==> src/rtl/rs_pkg.sv <==
package rs_pkg;
  typedef enum logic [1:0] {
    MODE_SLEEP   = 2'b00,
    MODE_STANDBY = 2'b01,
    MODE_ACTIVE  = 2'b10
  } pwr_mode_e;

  typedef enum logic [1:0] {
    PH_IDLE = 2'b00,
    PH_UP   = 2'b01,
    PH_DOWN = 2'b10
  } phase_e;

  localparam int RAILS     = 4;
  localparam int SLOT_W    = 2;
  localparam int RAIL_VNEG = 0;
  localparam int RAIL_VPOS = 2;
endpackage

==> src/rtl/rs_edge.sv <==
module rs_edge #(
  parameter int W = 4
) (
  input  logic         clk,
  input  logic         rst_n,
  input  logic [W-1:0] din,
  output logic [W-1:0] rise,
  output logic [W-1:0] fall
);
  logic [W-1:0] din_q;

  always_ff @(posedge clk or negedge rst_n) begin
    if (!rst_n) din_q <= '0;
    else        din_q <= din;
  end

  assign rise = din & ~din_q;
  assign fall = ~din & din_q;
endmodule

==> src/rtl/rs_slot_decode.sv <==
module rs_slot_decode #(
  parameter int RAILS  = 4,
  parameter int SLOT_W = 2
) (
  input  logic [RAILS*SLOT_W-1:0] slot_map,
  input  logic [SLOT_W-1:0]       strobe,
  output logic [RAILS-1:0]        hit
);
  for (genvar r = 0; r < RAILS; r++) begin : g_rail
    assign hit[r] = (slot_map[r*SLOT_W +: SLOT_W] == strobe);
  end
endmodule

==> src/rtl/rs_tick_timer.sv <==
module rs_tick_timer #(
  parameter int CNT_W = 5
) (
  input  logic             clk,
  input  logic             rst_n,
  input  logic             clr,
  input  logic             tick,
  input  logic [CNT_W-1:0] target,
  output logic             done
);
  logic [CNT_W-1:0] cnt;

  assign done = (cnt == target);

  always_ff @(posedge clk or negedge rst_n) begin
    if (!rst_n)             cnt <= '0;
    else if (clr)           cnt <= '0;
    else if (tick && !done) cnt <= cnt + 1'b1;
  end
endmodule

==> src/rtl/rail_strober.sv <==
module rail_strober
  import rs_pkg::*;
#(
  parameter int TICKS_PER_MS    = 2,
  parameter int WAKE_LEAD_TICKS = 11,
  parameter int DLY_W           = 4
) (
  input  logic                    clk,
  input  logic                    rst_n,
  input  logic                    wake,
  input  logic [RAILS-1:0]        req,
  input  logic                    cmd_up,
  input  logic                    cmd_down,
  input  logic                    fault,
  input  logic                    time_tick,
  input  logic [RAILS*SLOT_W-1:0] slot_map,
  input  logic [4*DLY_W-1:0]      dly_cfg,
  output logic [RAILS-1:0]        rail_en,
  output logic                    busy,
  output logic [1:0]              mode
);
  localparam int NSTROBE = 1 << SLOT_W;
  localparam int DLY_MAX = ((1 << DLY_W) - 1) * TICKS_PER_MS;
  localparam int MAX_T   = (WAKE_LEAD_TICKS > DLY_MAX) ? WAKE_LEAD_TICKS : DLY_MAX;
  localparam int CNT_W   = $clog2(MAX_T + 1);

  phase_e            ph, ph_n;
  logic [SLOT_W-1:0] step, step_n;
  logic [RAILS-1:0]  en, en_n;
  logic              sleep_q, sleep_n;
  logic              to_sleep, to_sleep_n;
  logic              lead, lead_n;
  logic              clr, done;
  logic [RAILS-1:0]  rise, fall, hit;
  logic [SLOT_W-1:0] dsel, strobe;
  logic [CNT_W-1:0]  target;
  logic [DLY_W-1:0]  dly_a [NSTROBE];

  for (genvar k = 0; k < NSTROBE; k++) begin : g_dly
    assign dly_a[k] = dly_cfg[k*DLY_W +: DLY_W];
  end

  rs_edge #(.W(RAILS)) u_edge (
    .clk(clk), .rst_n(rst_n), .din(req), .rise(rise), .fall(fall)
  );

  // Power-down walks the slots backwards; delay index mirrors (0, 3, 2, 1).
  assign strobe = (ph == PH_DOWN) ? ~step : step;
  assign dsel   = (ph == PH_DOWN) ? (SLOT_W'(0) - step) : step;

  rs_slot_decode #(.RAILS(RAILS), .SLOT_W(SLOT_W)) u_dec (
    .slot_map(slot_map), .strobe(strobe), .hit(hit)
  );

  assign target = (ph == PH_UP && step == '0 && lead)
                ? CNT_W'(WAKE_LEAD_TICKS)
                : CNT_W'(dly_a[dsel]) * CNT_W'(TICKS_PER_MS);

  rs_tick_timer #(.CNT_W(CNT_W)) u_tmr (
    .clk(clk), .rst_n(rst_n), .clr(clr), .tick(time_tick),
    .target(target), .done(done)
  );

  always_comb begin
    ph_n       = ph;
    step_n     = step;
    en_n       = en;
    sleep_n    = sleep_q;
    to_sleep_n = to_sleep;
    lead_n     = lead;
    clr        = 1'b1;
    if (sleep_q) begin
      en_n = '0;
      if (wake) begin
        sleep_n = 1'b0;
        if (|req) begin
          ph_n = PH_UP; step_n = '0; lead_n = 1'b1;
        end
      end
    end else begin
      unique case (ph)
        PH_IDLE: begin
          if (!wake) begin
            if (|en) begin ph_n = PH_DOWN; step_n = '0; to_sleep_n = 1'b1; end
            else sleep_n = 1'b1;
          end else if (fault || cmd_down) begin
            if (|en) begin ph_n = PH_DOWN; step_n = '0; to_sleep_n = 1'b0; end
          end else if (cmd_up) begin
            ph_n = PH_UP; step_n = '0; lead_n = 1'b0;
          end else begin
            en_n = (en | rise) & ~fall;
          end
        end
        PH_UP: begin
          if (!wake) begin
            ph_n = PH_DOWN; step_n = '0; to_sleep_n = 1'b1;
          end else if (fault || cmd_down) begin
            ph_n = PH_DOWN; step_n = '0; to_sleep_n = 1'b0;
          end else if (done) begin
            en_n = en | hit;
            if (step == SLOT_W'(NSTROBE - 1)) ph_n = PH_IDLE;
            else step_n = step + 1'b1;
          end else begin
            clr = 1'b0;
          end
        end
        PH_DOWN: begin
          if (done) begin
            en_n = en & ~hit;
            if (step == SLOT_W'(NSTROBE - 1)) begin
              ph_n = PH_IDLE;
              if (to_sleep || !wake) sleep_n = 1'b1;
            end else begin
              step_n = step + 1'b1;
            end
          end else begin
            clr = 1'b0;
          end
        end
        default: ph_n = PH_IDLE;
      endcase
    end
    // Positive LDO may only run on top of the negative LDO.
    en_n[RAIL_VPOS] = en_n[RAIL_VPOS] & en_n[RAIL_VNEG];
  end

  always_ff @(posedge clk or negedge rst_n) begin
    if (!rst_n) begin
      ph       <= PH_IDLE;
      step     <= '0;
      en       <= '0;
      sleep_q  <= 1'b1;
      to_sleep <= 1'b0;
      lead     <= 1'b0;
    end else begin
      ph       <= ph_n;
      step     <= step_n;
      en       <= en_n;
      sleep_q  <= sleep_n;
      to_sleep <= to_sleep_n;
      lead     <= lead_n;
    end
  end

  assign rail_en = en;
  assign busy    = (ph != PH_IDLE);
  assign mode    = sleep_q ? MODE_SLEEP : ((|en) ? MODE_ACTIVE : MODE_STANDBY);
endmodule

==> config.mk <==
export PLATFORM = sky130hd
export DESIGN_NAME = rail_strober
export DESIGN_NICKNAME = d
export VERILOG_FILES = /design/src/rtl/rs_pkg.sv /design/src/rtl/rs_edge.sv /design/src/rtl/rs_slot_decode.sv /design/src/rtl/rs_tick_timer.sv /design/src/rtl/rail_strober.sv
export SDC_FILE = /design/constraint.sdc
export NUM_CORES = 1
export LEC_CHECK = 0
export CAP_MARGIN = 0
export CORE_ASPECT_RATIO = 0.75
export CORE_UTILIZATION = 25
export CTS_BUF_LIST = sky130_fd_sc_hd__clkbuf_8
export CTS_CLUSTER_DIAMETER = 120
export DETAILED_ROUTE_END_ITERATION = 12
export GPL_TIMING_DRIVEN = 0
export MAX_ROUTING_LAYER = met4
export PLACE_DENSITY = 0.43
export SLEW_MARGIN = 15
export SYNTH_ARGS = -nofsm -noshare
export SYNTH_HDL_FRONTEND = slang
export SYNTH_SLANG_ARGS = --single-unit
==> constraint.sdc <==
create_clock -name clk -period 3.18 [get_ports clk]
set_input_delay 0.636 -clock clk [delete_from_list [all_inputs] [get_ports clk]]
set_output_delay 0.636 -clock clk [all_outputs]
set_load 0.01 [all_outputs]
==> metrics.md <==
| Metric | Value |
|---|---|
| Commonest cells post-synth | `20 x nor2_1, 19 x dfrtp_1, 19 x nand2_1` |
| Leak Pwr | `around 0.00099 uW` |
| RSZ-0062 raised after global routing | `no` |
| #FFs+latches synth | `20` |
| Setup Viol. Count Final | `0` |
| Die span in y | `77.34 um` |
| CP endpoint kind | `register` |
| Mux contribution to synthesized area | `0.07606` |
| Worst clock skew | `between 0.005 and 0.006 ns` |
| Layout cell share with drive strength beyond 1 | `0.1316` |
| Via Count | `around 1,900` |
| Fin. Hold Viols | `0` |
| Initial drt markers | `roughly 110` |
| Initial Util | `0.2581` |
| Critical Path AT | `3.20 ns` |
| Core area | `7331 um2` |
| Clock root buffer | `clkbuf_8` |
| Final worst path period need | `3.013 ns` |
| DRT Wirelength | `6021 um` |
| Max-slew violations | `0` |
| Pre-antenna DRT Iters | `4` |
| Post-synth ARST share | `1.000` |
| Count leader, synth | `nor2_1` |
| Peak supply drop | `225.4 uV` |
| Fin area | `2561 um2` |
| Synth Area in Adders | `0.07011` |
| Clock Sinks | `20` |
| Synth Instances | `roughly 220` |
| DRC violations left | `0` |
| Cell row count | `27` |
| Ranking of synthesized cells by area | `dfrtp_1 25%, ha_1 6.0%, a21oi_1 4.5%` |
| Max Fclk | `between 0.3 and 0.4 GHz` |
| Area leader, netlist | `dfrtp_1` |
| TritonCTS clock tree | `built` |
| # diodes | `0` |
| First-pass GRT wire length | `between 9000 and 10,000 um` |
| Fillers | `761` |
| Gr usage total | `0.1674` |
| Post-synthesis sequential area ratio | `0.2652` |
| Vias in the first global route | `1,752` |
| Pwr Density | `between 600 and 700 nW/um2` |
| Crit-path max FO | `10` |
| Synth Area in XOR/XNOR | `0.07407` |
| Drt via density | `5.068` |
| Crit path launch type | `register` |
| Setup TNS | `0 ns` |
| Crit share post-route | `0.9476` |
| Status | `finished clean` |
| Clock slew at reported path FFs | `0.09 ns` |
| Num CTS Buffers | `3` |
| DIE WIDTH | `102.4 um` |
| Largest net degree at the start of global routing | `21` |
| Setup CP Type | `register to register` |
| Post-route ant nets | `0` |
| Worst Tran Pin Value | `1.056 ns` |
| Worst rel slew slack | `0.2865` |
| Post-synthesis compound-gate area fraction | `0.2705` |
| Average wire per standard cell | `16.41 um` |
| Worst skew pair latency | `0.27 ns` |
| Nets | `311` |
| Layout area overhead | `35.38%` |
| PortBufs | `41` |
| Yosys top cell area share | `0.2513` |
| Max-Cap Viols | `0` |
| Simple-gate share of the synthesized area | `0.1819` |
| CTS Buffer Depth | `2` |
| Initial antenna violation count | `0` |
| Critical path required time | `3.36 ns` |
| Die Footprint | `7923 um2` |
| I/O pin total | `42` |
| Depth of the CTS H-tree | `1` |
| Hold slack | `0.3241 ns` |
| DP Area | `2441 um2` |
| Synth Flop Type | `dfrtp_1` |
| Placer Congestion | `0.7909` |
| Synth cell types | `55` |
| Aggregate global routing overflow | `0` |
| Path type of the worst min-delay path | `input port to async pin` |
| Cell area after synthesis | `roughly 1900 um2` |
| Syn avg cell area | `8.758 um2` |
| Warnings from Yosys | `0` |
| Hpwl dp | `4533 um` |
| Syn nets | `260` |
| Flop-to-flop setup slack | `0.17 ns` |
| Number of synthesized flops with an enable pin | `0` |
| Largest family of logic cells by synthesized area | `compound AO/OA/AOI/OAI gates` |
[path summary, 6_finish.rpt]
check / startpoint / end / cells after the start
min reg2reg: to_sleep / to_sleep / 2
max reg2reg: step[1] / ph[0] / 12
max: step[1] / ph[0] / 12
min in group clk: to_sleep / to_sleep / 2
min: rst_n / ph[1] / 1
max in group asynchronous: rst_n / step[0] / 1
[registers in the layout, summed over array words and instances, names as in the netlist]
signal        cells
ph                2
to_sleep          1
step              2
u_edge.din_q      4
rail_en           4
lead              1
sleep_q           1
u_tmr.cnt         5
[critical path, stage by stage, from the launching register on]
cell and delay [ns]:
dfrtp_1 0.37, buf_6 0.15, inv_1 0.09, ha_1 0.33, mux2i_4 0.28, mux4_2 0.38
xnor2_1 0.14, a31o_1 0.23, buf_6 0.14, and2_4 0.15, buf_6 0.14, a221o_1 0.35
a22oi_1 0.18
[stage by stage]
stage	total power (uW)	setup WS, ns	std cells	utilization
2_1_floorplan	956.3	0.2620	216	-
3_3_place_gp	1270	-0.5354	358	0.3313
3_5_place_dp	1266	-0.2624	358	0.3330
4_1_cts	1575	0.009447	366	0.3482
5_1_grt	1701	0.0005087	367	0.3494
6_report	1570	0.1668	367	0.3494
[per-layer routing]
| layer | part of all wire | vias to the layer above | global-route usage | wire (um) |
|---|---|---|---|---|
| met2 | 0.40 | 47 | 0.2200 | 2416 |
| li1 | - | 904 | - | - |
| met1 | 0.54 | 907 | 0.2659 | 3261 |
| met4 | 0.0025 | 0 | 0.01714 | 15 |
| met5 | 0 | - | - | 0 |
| met3 | 0.054 | 2 | 0.03153 | 328 |
[layout by cell type (no fill, tap or decap), drive strengths merged, types with 2 or more instances in the layout]
master         Yosys  final
buf                5     11
mux2i              3      3
a221oi             3      3
xor2               8      8
maj3               2      2
clkdlybuf4s50      0     40
o31ai              2      2
a21o               2      2
ha                 9      9
or3                2      2
nand2b             2      2
a31oi              3      3
a32oi              3      3
nor4               2      2
nand3              6      6
inv               15     15
nor3               3      3
a21oi             17     17
dfrtp             19     19
nand4              6      6
o21ai             16     16
o211ai             4      4
a221o              2      2
nand2             19     19
xnor2              8      8
clkbuf             4      7
a31o               2      2
mux4               4      4
nor2              20     20
a22oi              3      3
o32ai              2      2
nor3b              2      2
and2               3      3
[timing repair]
action                                  CTS  global route
endpoints found under the setup margin   14            11
pin swaps                                 2             1
hold buffers                              0             0
buffers inserted                          4             1
resized for setup                         2             7
[power breakdown]
group          internal [uW]  total [uW]  switching [uW]
Combinational            396         940             543
Clock                    168         267            99.1
Sequential               306         363            57.2
Total                    870        1570             700
[area by class of cell]
type / instances / area (um2) / share of cell area
plain buffers: 9 / 67.56 / 0.02638
clock buffers: 3 / 41.29 / 0.01612
clock inverters: 1 / 30.03 / 0.01172
inverters: 15 / 56.30 / 0.02198
multi-input cells: 172 / 1281 / 0.5002
flip-flops and latches: 20 / 503.0 / 0.1964
well taps: 101 / 126.4 / 0.04934
repair buffers: 46 / 455.4 / 0.1778
[kinds of logic (layout without fill, tap and decap cells)]
group,after synthesis,count (layout)
buffers and inverters,24,74
AOI/OAI and AO/OA,68,68
and+or+nand+nor,70,70
DFF,20,20
muxes,7,7
adders and majority gates,11,11
xor gates and xnor gates,16,16
(Power assumes the default switching activity.)
